--- config.mk ---
export PLATFORM = sky130hd
export DESIGN_NAME = dafir_top
export DESIGN_NICKNAME = d
export VERILOG_FILES = /design/src/rtl/dafir_pkg.sv /design/src/rtl/dafir_delay.sv /design/src/rtl/dafir_lut.sv /design/src/rtl/dafir_ctrl.sv /design/src/rtl/dafir_accum.sv /design/src/rtl/dafir_top.sv
export SDC_FILE = /design/constraint.sdc
export NUM_CORES = 1
export LEC_CHECK = 0
export BUFFER_PORTS_ARGS = -buffer_cell sky130_fd_sc_hd__buf_2
export CAP_MARGIN = 30
export CORE_MARGIN = 3
export CORE_UTILIZATION = 37
export DETAILED_ROUTE_END_ITERATION = 7
export PLACE_DENSITY = 0.59
export REMOVE_ABC_BUFFERS = 1
export SLEW_MARGIN = 20
export SYNTH_ARGS = -nofsm -noshare
export SYNTH_HDL_FRONTEND = slang
export SYNTH_HIERARCHICAL = 1
export SYNTH_SLANG_ARGS = --single-unit
--- constraint.sdc ---
create_clock -name clk -period 8.76 [get_ports clk]
set_clock_uncertainty 0.2 [all_clocks]
set_input_delay 0.438 -clock clk [delete_from_list [all_inputs] [get_ports clk]]
set_output_delay 0.438 -clock clk [all_outputs]
set_load 0.03 [all_outputs]
--- src/rtl/dafir_pkg.sv ---
package dafir_pkg;

    // Controller phase
    typedef enum logic [0:0] {
        ST_IDLE = 1'b0,
        ST_RUN  = 1'b1
    } run_state_t;

    // Command from the controller to the accumulator
    typedef struct packed {
        logic clear;   // start of a new result
        logic step;    // accumulate one bit slice
        logic last;    // current slice is the sign slice
    } acc_cmd_t;

    // Log2 with a floor of one bit
    function automatic int unsigned lg(input int unsigned n);
        return (n <= 1) ? 1 : $clog2(n);
    endfunction

    // Width of one table entry: sum of TAPS coefficients
    function automatic int unsigned tbl_width(input int unsigned cw, input int unsigned taps);
        return cw + lg(taps);
    endfunction

    // Width of the full result
    function automatic int unsigned acc_width(input int unsigned dw, input int unsigned cw,
                                              input int unsigned taps);
        return dw + cw + lg(taps);
    endfunction

endpackage

--- src/rtl/dafir_delay.sv ---
module dafir_delay #(
    parameter int TAPS = 3,
    parameter int DW   = 8,
    localparam int SW  = dafir_pkg::lg(DW)
) (
    input  logic            clk,
    input  logic            rst,
    input  logic            shift_en,
    input  logic [DW-1:0]   din,
    input  logic [SW-1:0]   bit_sel,
    output logic [TAPS-1:0] slice
);
    // tap 0 is the newest sample
    logic [DW-1:0] tap_q [TAPS];

    for (genvar k = 0; k < TAPS; k++) begin : g_tap
        if (k == 0) begin : g_head
            always_ff @(posedge clk) begin
                if (rst)           tap_q[k] <= '0;
                else if (shift_en) tap_q[k] <= din;
            end
        end else begin : g_body
            always_ff @(posedge clk) begin
                if (rst)           tap_q[k] <= '0;
                else if (shift_en) tap_q[k] <= tap_q[k-1];
            end
        end
        assign slice[k] = tap_q[k][bit_sel];
    end

endmodule

--- src/rtl/dafir_lut.sv ---
module dafir_lut #(
    parameter int TAPS = 3,
    parameter int CW   = 8,
    parameter logic [TAPS*CW-1:0] COEFS = '0,
    localparam int TW  = dafir_pkg::tbl_width(CW, TAPS),
    localparam int NE  = 1 << TAPS
) (
    input  logic [TAPS-1:0]        addr,
    output logic signed [TW-1:0]   entry
);
    // Sum of the coefficients selected by the set bits of an address
    function automatic logic signed [TW-1:0] subset_sum(input int a);
        logic signed [TW-1:0] acc;
        logic [CW-1:0]        c;
        acc = '0;
        for (int k = 0; k < TAPS; k++) begin
            c = COEFS[k*CW +: CW];
            if (((a >> k) & 1) == 1)
                acc = acc + {{(TW-CW){c[CW-1]}}, c};
        end
        return acc;
    endfunction

    logic signed [TW-1:0] tbl [NE];

    for (genvar a = 0; a < NE; a++) begin : g_entry
        assign tbl[a] = subset_sum(a);
    end

    assign entry = tbl[addr];

endmodule

--- src/rtl/dafir_ctrl.sv ---
module dafir_ctrl #(
    parameter int DW  = 8,
    localparam int SW = dafir_pkg::lg(DW)
) (
    input  logic                 clk,
    input  logic                 rst,
    input  logic                 in_valid,
    output logic                 in_ready,
    output logic                 shift_en,
    output logic [SW-1:0]        bit_sel,
    output dafir_pkg::acc_cmd_t  cmd,
    output logic                 out_valid
);
    import dafir_pkg::*;

    run_state_t    state_q;
    logic [SW-1:0] cnt_q;
    logic          accept;

    assign in_ready  = (state_q == ST_IDLE);
    assign accept    = in_valid && in_ready;
    assign shift_en  = accept;
    assign bit_sel   = cnt_q;
    assign cmd.clear = accept;
    assign cmd.step  = (state_q == ST_RUN);
    assign cmd.last  = (state_q == ST_RUN) && (cnt_q == SW'(DW-1));

    always_ff @(posedge clk) begin
        if (rst) begin
            state_q   <= ST_IDLE;
            cnt_q     <= '0;
            out_valid <= 1'b0;
        end else begin
            out_valid <= cmd.last;
            if (accept) begin
                state_q <= ST_RUN;
                cnt_q   <= '0;
            end else if (state_q == ST_RUN) begin
                if (cmd.last) begin
                    state_q <= ST_IDLE;
                    cnt_q   <= '0;
                end else begin
                    cnt_q <= cnt_q + 1'b1;
                end
            end
        end
    end

endmodule

--- src/rtl/dafir_accum.sv ---
module dafir_accum #(
    parameter int DW = 8,
    parameter int TW = 10,
    localparam int AW = DW + TW
) (
    input  logic                 clk,
    input  logic                 rst,
    input  dafir_pkg::acc_cmd_t  cmd,
    input  logic signed [TW-1:0] term,
    output logic signed [AW-1:0] result
);
    // hi_q holds the upper part and lo_q collects bits shifted out at the bottom
    logic signed [TW-1:0] hi_q;
    logic [DW-1:0]        lo_q;
    logic signed [TW:0]   ext;
    logic signed [TW:0]   addend;
    logic signed [TW:0]   sum;

    assign ext    = {term[TW-1], term};
    assign addend = cmd.last ? -ext : ext;   // sign slice carries negative weight
    assign sum    = {hi_q[TW-1], hi_q} + addend;

    always_ff @(posedge clk) begin
        if (rst || cmd.clear) begin
            hi_q <= '0;
            lo_q <= '0;
        end else if (cmd.step) begin
            hi_q <= sum[TW:1];
            lo_q <= {sum[0], lo_q[DW-1:1]};
        end
    end

    assign result = {hi_q, lo_q};

endmodule

--- src/rtl/dafir_top.sv ---
module dafir_top #(
    parameter int TAPS = 3,
    parameter int DW   = 8,
    parameter int CW   = 8,
    parameter logic [TAPS*CW-1:0] COEFS = {8'sd45, -8'sd128, 8'sd7},
    localparam int AW  = dafir_pkg::acc_width(DW, CW, TAPS)
) (
    input  logic          clk,
    input  logic          rst,
    input  logic          in_valid,
    input  logic [DW-1:0] in_sample,
    output logic          in_ready,
    output logic          out_valid,
    output logic [AW-1:0] out_result
);
    localparam int SW = dafir_pkg::lg(DW);
    localparam int TW = dafir_pkg::tbl_width(CW, TAPS);

    logic                 shift_en;
    logic [SW-1:0]        bit_sel;
    logic [TAPS-1:0]      slice;
    logic signed [TW-1:0] term;
    logic signed [AW-1:0] result;
    dafir_pkg::acc_cmd_t  cmd;

    dafir_ctrl #(.DW(DW)) u_ctrl (
        .clk      (clk),
        .rst      (rst),
        .in_valid (in_valid),
        .in_ready (in_ready),
        .shift_en (shift_en),
        .bit_sel  (bit_sel),
        .cmd      (cmd),
        .out_valid(out_valid)
    );

    dafir_delay #(.TAPS(TAPS), .DW(DW)) u_delay (
        .clk     (clk),
        .rst     (rst),
        .shift_en(shift_en),
        .din     (in_sample),
        .bit_sel (bit_sel),
        .slice   (slice)
    );

    dafir_lut #(.TAPS(TAPS), .CW(CW), .COEFS(COEFS)) u_lut (
        .addr (slice),
        .entry(term)
    );

    dafir_accum #(.DW(DW), .TW(TW)) u_accum (
        .clk   (clk),
        .rst   (rst),
        .cmd   (cmd),
        .term  (term),
        .result(result)
    );

    assign out_result = result;

endmodule

-- Yosys cells after proc, flatten, opt, wreduce, memory -nomap -nowiden
Memory sizes are Yosys's and may differ from the RTL's.
Index checks and enable logic that the tools add are counted.
- register bits: 23
- memory bits (writable): 24
- ROM bits: 80
- input bits: 11
- output and inout bits: 20
- word-level logic and storage cells: 43
- memories: 2
- add/subtract/negate cells: 3
- $lt $le $gt $ge: 2
- equality and inequality tests: 1
- mux-type cells: 21
- bitwise logic cells: 5
- reduce and logical (&&, ||, !) cells: 4
- memories (name ; words ; width ; read ports ; clocked after Yosys merged registers in ; wr ports ; RTL line ; text):
    (no name shown) ; 8 ; 10 ; 1 ; 0 ; 0 ; dafir_lut.sv:30 ; assign entry = tbl[addr];
    u_delay.tap_q ; 3 ; 8 ; 3 ; 0 ; 3 ; dafir_delay.sv:14 ; logic [DW-1:0] tap_q [TAPS];
- operators by type and width (kind ; number):
    $mux W8 ; 3
    $mux W10 ; 2
    $add A11 B11 Y11 ; 1
    $mux W1 ; 11
    $mux W11 ; 1
    $neg A10 Y11 ; 1
    $bmux W1 S3 ; 3
    $ge A4 B4 Y1 const B ; 1
    $lt A3 B4 Y1 const B ; 1
    $not A3 Y4 ; 1
    $add A3 B1 Y3 const B ; 1
    $eq A3 B3 Y1 const B ; 1
    $mux W3 ; 1
    $or A1 B1 Y1 ; 3
    $logic_and A1 B1 Y1 ; 2
    $reduce_or A2 Y1 ; 1
    $logic_or A1 B1 Y1 ; 1
    $not A1 Y1 ; 1

-- Logic depth before layout (Yosys ltp)
An unclocked memory read counts as a cell.
- depth in word-level cells: 10
- gate-level depth with buffers: 16
- depth with buffers taken out: 15

-- Hierarchy
The synthesis kept the hierarchy.
- by module, submodules not included (module ; times used ; cells an instance ; area an instance (µm²) ; sequential area each (µm²)):
    dafir_accum ; 1 ; 142 ; 1302.5 ; 360.3
    dafir_delay ; 1 ; 62 ; 1093.5 ; 720.7
    dafir_ctrl ; 1 ; 23 ; 235.2 ; 100.1
    dafir_lut ; 1 ; 13 ; 102.6 ; 0.0

-- Worst setup path after synthesis
OpenSTA, ideal clock, no wires.
- path type: register -> register
- start point: register u_ctrl.cnt_q[0], in the netlist u_ctrl/bit_sel[0]
- end point: register u_accum.hi_q[7]
- library setup time: 70 ps
- data arrival time: 3946 ps
- required time: 8490 ps
- setup slack: 4544 ps
- cell stages (with the launch flop): 16
- buffers on the path: 1
- clock period less this slack: 4216 ps
- path through: dfxtp_1 -> buf_6 -> mux4_1 -> mux2_2 -> inv_1 -> ha_1 -> inv_1 -> or4_1 -> o21ai_0 -> xnor2_1 -> ha_1 -> and3_2 -> a221o_2 -> a31oi_1 -> mux2_1 -> a21oi_1
- word-level cells in the longest chain between the ends: 9
- ends and longest elaborated chain (what ; RTL line ; text):
    start: declaration ; dafir_ctrl.sv:17 ; logic [SW-1:0] cnt_q;
    start signal: assignment ; dafir_ctrl.sv:43 ; cnt_q <= cnt_q + 1'b1;
    $bmux W1 S3 (*) ; dafir_delay.sv:28 ; assign slice[k] = tap_q[k][bit_sel];
    $mux W1 (implied by the code) (*) ; dafir_delay.sv:28 ;
    net slice[2] ; dafir_top.sv:21 ; logic [TAPS-1:0] slice;
    $not A3 Y4 (implied by the code) (*) ; dafir_lut.sv:30 ;
    $mem_v2 Z8 W10 (*) ; - ;
    $mux W10 (implied by the code) (*) (2 in a row) ; dafir_lut.sv:30 ;
    net term[2] ; dafir_top.sv:22 ; logic signed [TW-1:0] term;
    $neg A10 Y11 ; dafir_accum.sv:20 ; assign addend = cmd.last ? -ext : ext;
    $mux W11 (*) ; dafir_accum.sv:20 ;
    $add A11 B11 Y11 (*) ; dafir_accum.sv:21 ; assign sum = {hi_q[TW-1], hi_q} + addend;
    end signal: assignment ; dafir_accum.sv:28 ; hi_q <= sum[TW:1];
    end: declaration ; dafir_accum.sv:13 ; logic signed [TW-1:0] hi_q;
Mark *: on every way through the listed nets, which the timed path passes. The rest lies on a longest branch. The select of a mux whose other input is x is not followed.
A chain may end at the register's enable or synchronous reset.

-- Worst setup path after layout
Ends and elaborated chain as after synthesis.

==> results.md <==
* Status: completed
* Iter 0 DRT Violations at 69
* Final Instance Area at 3010 µm²
* FP Rows at 30
* Mapped cell area at roughly 2700 µm²
* Slew HR at 0.5494
* Slowest-stage cell, CP: mux4_1
* Post-route ant nets at 0
* Clock latency on the worst-skew pair at roughly 0.29 ns
* CP startpoint kind: flop
* # diodes at 0
* Post-synth top flop: edfxtp_1
* Vias per inst at 4.869
* Tmin final at 4.688 ns
* DR vias at 1753
* Vias in the first global route at 1700
* Die W at 91.96 µm
* # IOs at 31
* Crit. End Element: flop
* Clock sinks at 47
* TritonCTS clock tree: yes
* Mux cell area share after synthesis at 0.1254
* Core area at 6982 µm²
* Worst path bufs/invs at 2
* Root Driver: clkbuf_8
* Critical path peak fanout at 9
* CP Cell Sequence: mux4_1 -> mux2_2 -> inv_1 -> ha_1 -> inv_1 -> or4_1 -> o21ai_0 -> xnor2_1 -> ha_1 -> and3_2 -> a221o_2 -> a31oi_1 -> mux2_1 -> a21oi_1
* VDD IR max at around 0.11 mV
* Synth Register Bits at 47
* Final Hold Viols at 0
* Post-synthesis instance total at between 200 and 250
* Power per cell area at 155.2 nW/µm²
* Final Cycle Share at 0.5352
* Post-synth EDFFs at 24
* GRT overflow at 0
* Full die area at 8457 µm²
* Port Buffer Count at 30
* Largest net degree at the start of global routing at 33
* Post-Synth XOR/XNOR Area at 0.04805
* CP Data Arrival Time at 4.72 ns
* Worst-path clk slew at 0.09 ns
* DP Area at about 2900 µm²
* RSZ-0062 raised after global routing: no
* DRT Pass-1 Iters at 4
* Async SR Flop Fraction at 0
* DR WL/cell at 12.74 µm
* Sequential fraction of the synthesis area at 0.4320
* Worst Setup Path Type: reg2reg
* Initial antenna violation count at 0
* Hold Crit Class: in2reg
* Total GRT Usage at 0.1152
* Final routed DRC violation total at 0
* Worst Path Required at 8.79 ns
* H-tree lvl count at 2
* Num CTS Buffers at 5
* HP Start: in_sample[1]
* Starting Density at 0.3916
* Die Span Y at 91.96 µm
* Leak at roughly 1.3 nW
* Largest family of logic cells by synthesized area: simple AND/OR/NAND/NOR gates
* First-pass GRT wire length at 8031 µm
* PostCTS Resize Cnt at 0
* Fraction of the mapped netlist area in simple logic gates at 0.1629
* Warnings, synthesis at 6
* Max-Cap Viols at 0
* Reg2reg start: u_ctrl/bit_sel[0]
* Synth unique cells at 47
* Final setup fails at 0
* Final GP Congestion at about 0.77
* Layout cells sized above 1 at 0.2083
* Final nets at 294
* Worst slew pin tran at 0.6728 ns
* Pins Over Slew Limit at 0
* CTS Buffer Depth at 2
* Max stage delay on crit path at 0.60 ns
* Setup_tns at 0 ns
* Fmax at between 0.2 and 0.25 GHz
* Crit path launch: u_ctrl/bit_sel[0]
* Hold_buf cts at 0
* DP HPWL at around 3300 µm
* Most frequent cells in the layout: 30 x buf_2, 25 x and2_1, 24 x edfxtp_1
* Number of buffers inserted by post-CTS setup repair at 0
* CP delay by family, top: multiplexers
* Synth Area per Inst at between 10 and 15 µm²
* Adder-Cell Fraction of Synth Area at 0.09428
* Final WL at 4586 µm
* Area Overhead vs Synth at 10.11%
* Commonest non-fill, non-tap cell in the layout: buf_2
* Synth Area in Compound Gates at 0.09382
==> per-stage QoR <==
| stage | setup WS [ns] | util | power (mW) | hold WS (ns) | std cells |
|---|---|---|---|---|---|
| after global routing | 3.790 | 0.4312 | 0.4980 | 0.2127 | 360 |
| after floorplan | 4.480 | - | 0.3183 | 0.3071 | 225 |
| after detailed placement | 4.101 | 0.4185 | 0.3400 | 0.2845 | 352 |
| after CTS | 4.094 | 0.4312 | 0.4745 | 0.2023 | 360 |
| final | 4.072 | 0.4312 | 0.4673 | 0.2146 | 360 |
| after global placement | 4.162 | 0.4181 | 0.3383 | 0.2713 | 352 |
==> sequential cells by signal, summed over array words and instances (netlist names) <==
name and flops:
u_ctrl/out_valid 1, u_delay/tap_q 24, u_ctrl/state_q 1, u_ctrl/bit_sel 3, u_accum/lo_q 8, u_accum/hi_q 10
==> power breakdown <==
part | total (mW) | internal [mW] | switching, mW
Sequential | 0.250 | 0.243 | 0.00656
Clock | 0.133 | 0.0588 | 0.0745
Combinational | 0.0839 | 0.0365 | 0.0474
==> final cells by class <==
cell class                 count  area [µm²]
fill                         691        3971
inverter                       6       22.52
timing repair buffer          31       157.7
multi-input combinational    172        1440
clock buffer                   6       73.82
tap                           96       120.1
sequential                    47        1181
clock inverter                 2       15.01
==> metal layers <==
| layer | track usage | wire [µm] |
|---|---|---|
| met5 | 0 | 0 |
| met4 | 0.03589 | 56 |
| met3 | 0.02379 | 186 |
| met2 | 0.1770 | 2058 |
| met1 | 0.1628 | 2286 |
==> cells in the mapped netlist (all sizes together), types with 6 or more instances <==
cell,number,area share
a21o,7,0.019
a21oi,6,0.012
and2,25,0.057
buf,10,0.027
dfxtp,23,0.17
edfxtp,24,0.26
ha,19,0.087
inv,6,0.0082
mux2i,14,0.051
mux4,6,0.058
nand2,9,0.012
nor2,15,0.021
o21ai,6,0.011
xnor2,12,0.038
==> kinds of logic (layout without fill, tap and decap cells) <==
family | count (synthesis) | after routing
and+or+nand+nor | 77 | 77
xor gates and xnor gates | 15 | 15
adders and majority gates | 20 | 20
muxes | 24 | 24
other | 1 | 1
AOI/OAI and AO/OA | 35 | 35
buffers and inverters | 21 | 45
DFF | 47 | 47
==> final timing paths <==
check	end	slack [ns]	cells after the start
hold reg to reg	u_accum/hi_q[9]	0.31	2
setup / recovery	u_accum/hi_q[7]	4.07	14
setup reg to reg	u_accum/hi_q[7]	4.07	14
hold / removal	u_delay/tap_q[0][1]	0.21	2
No activity file was read; power rests on OpenSTA's default activity.
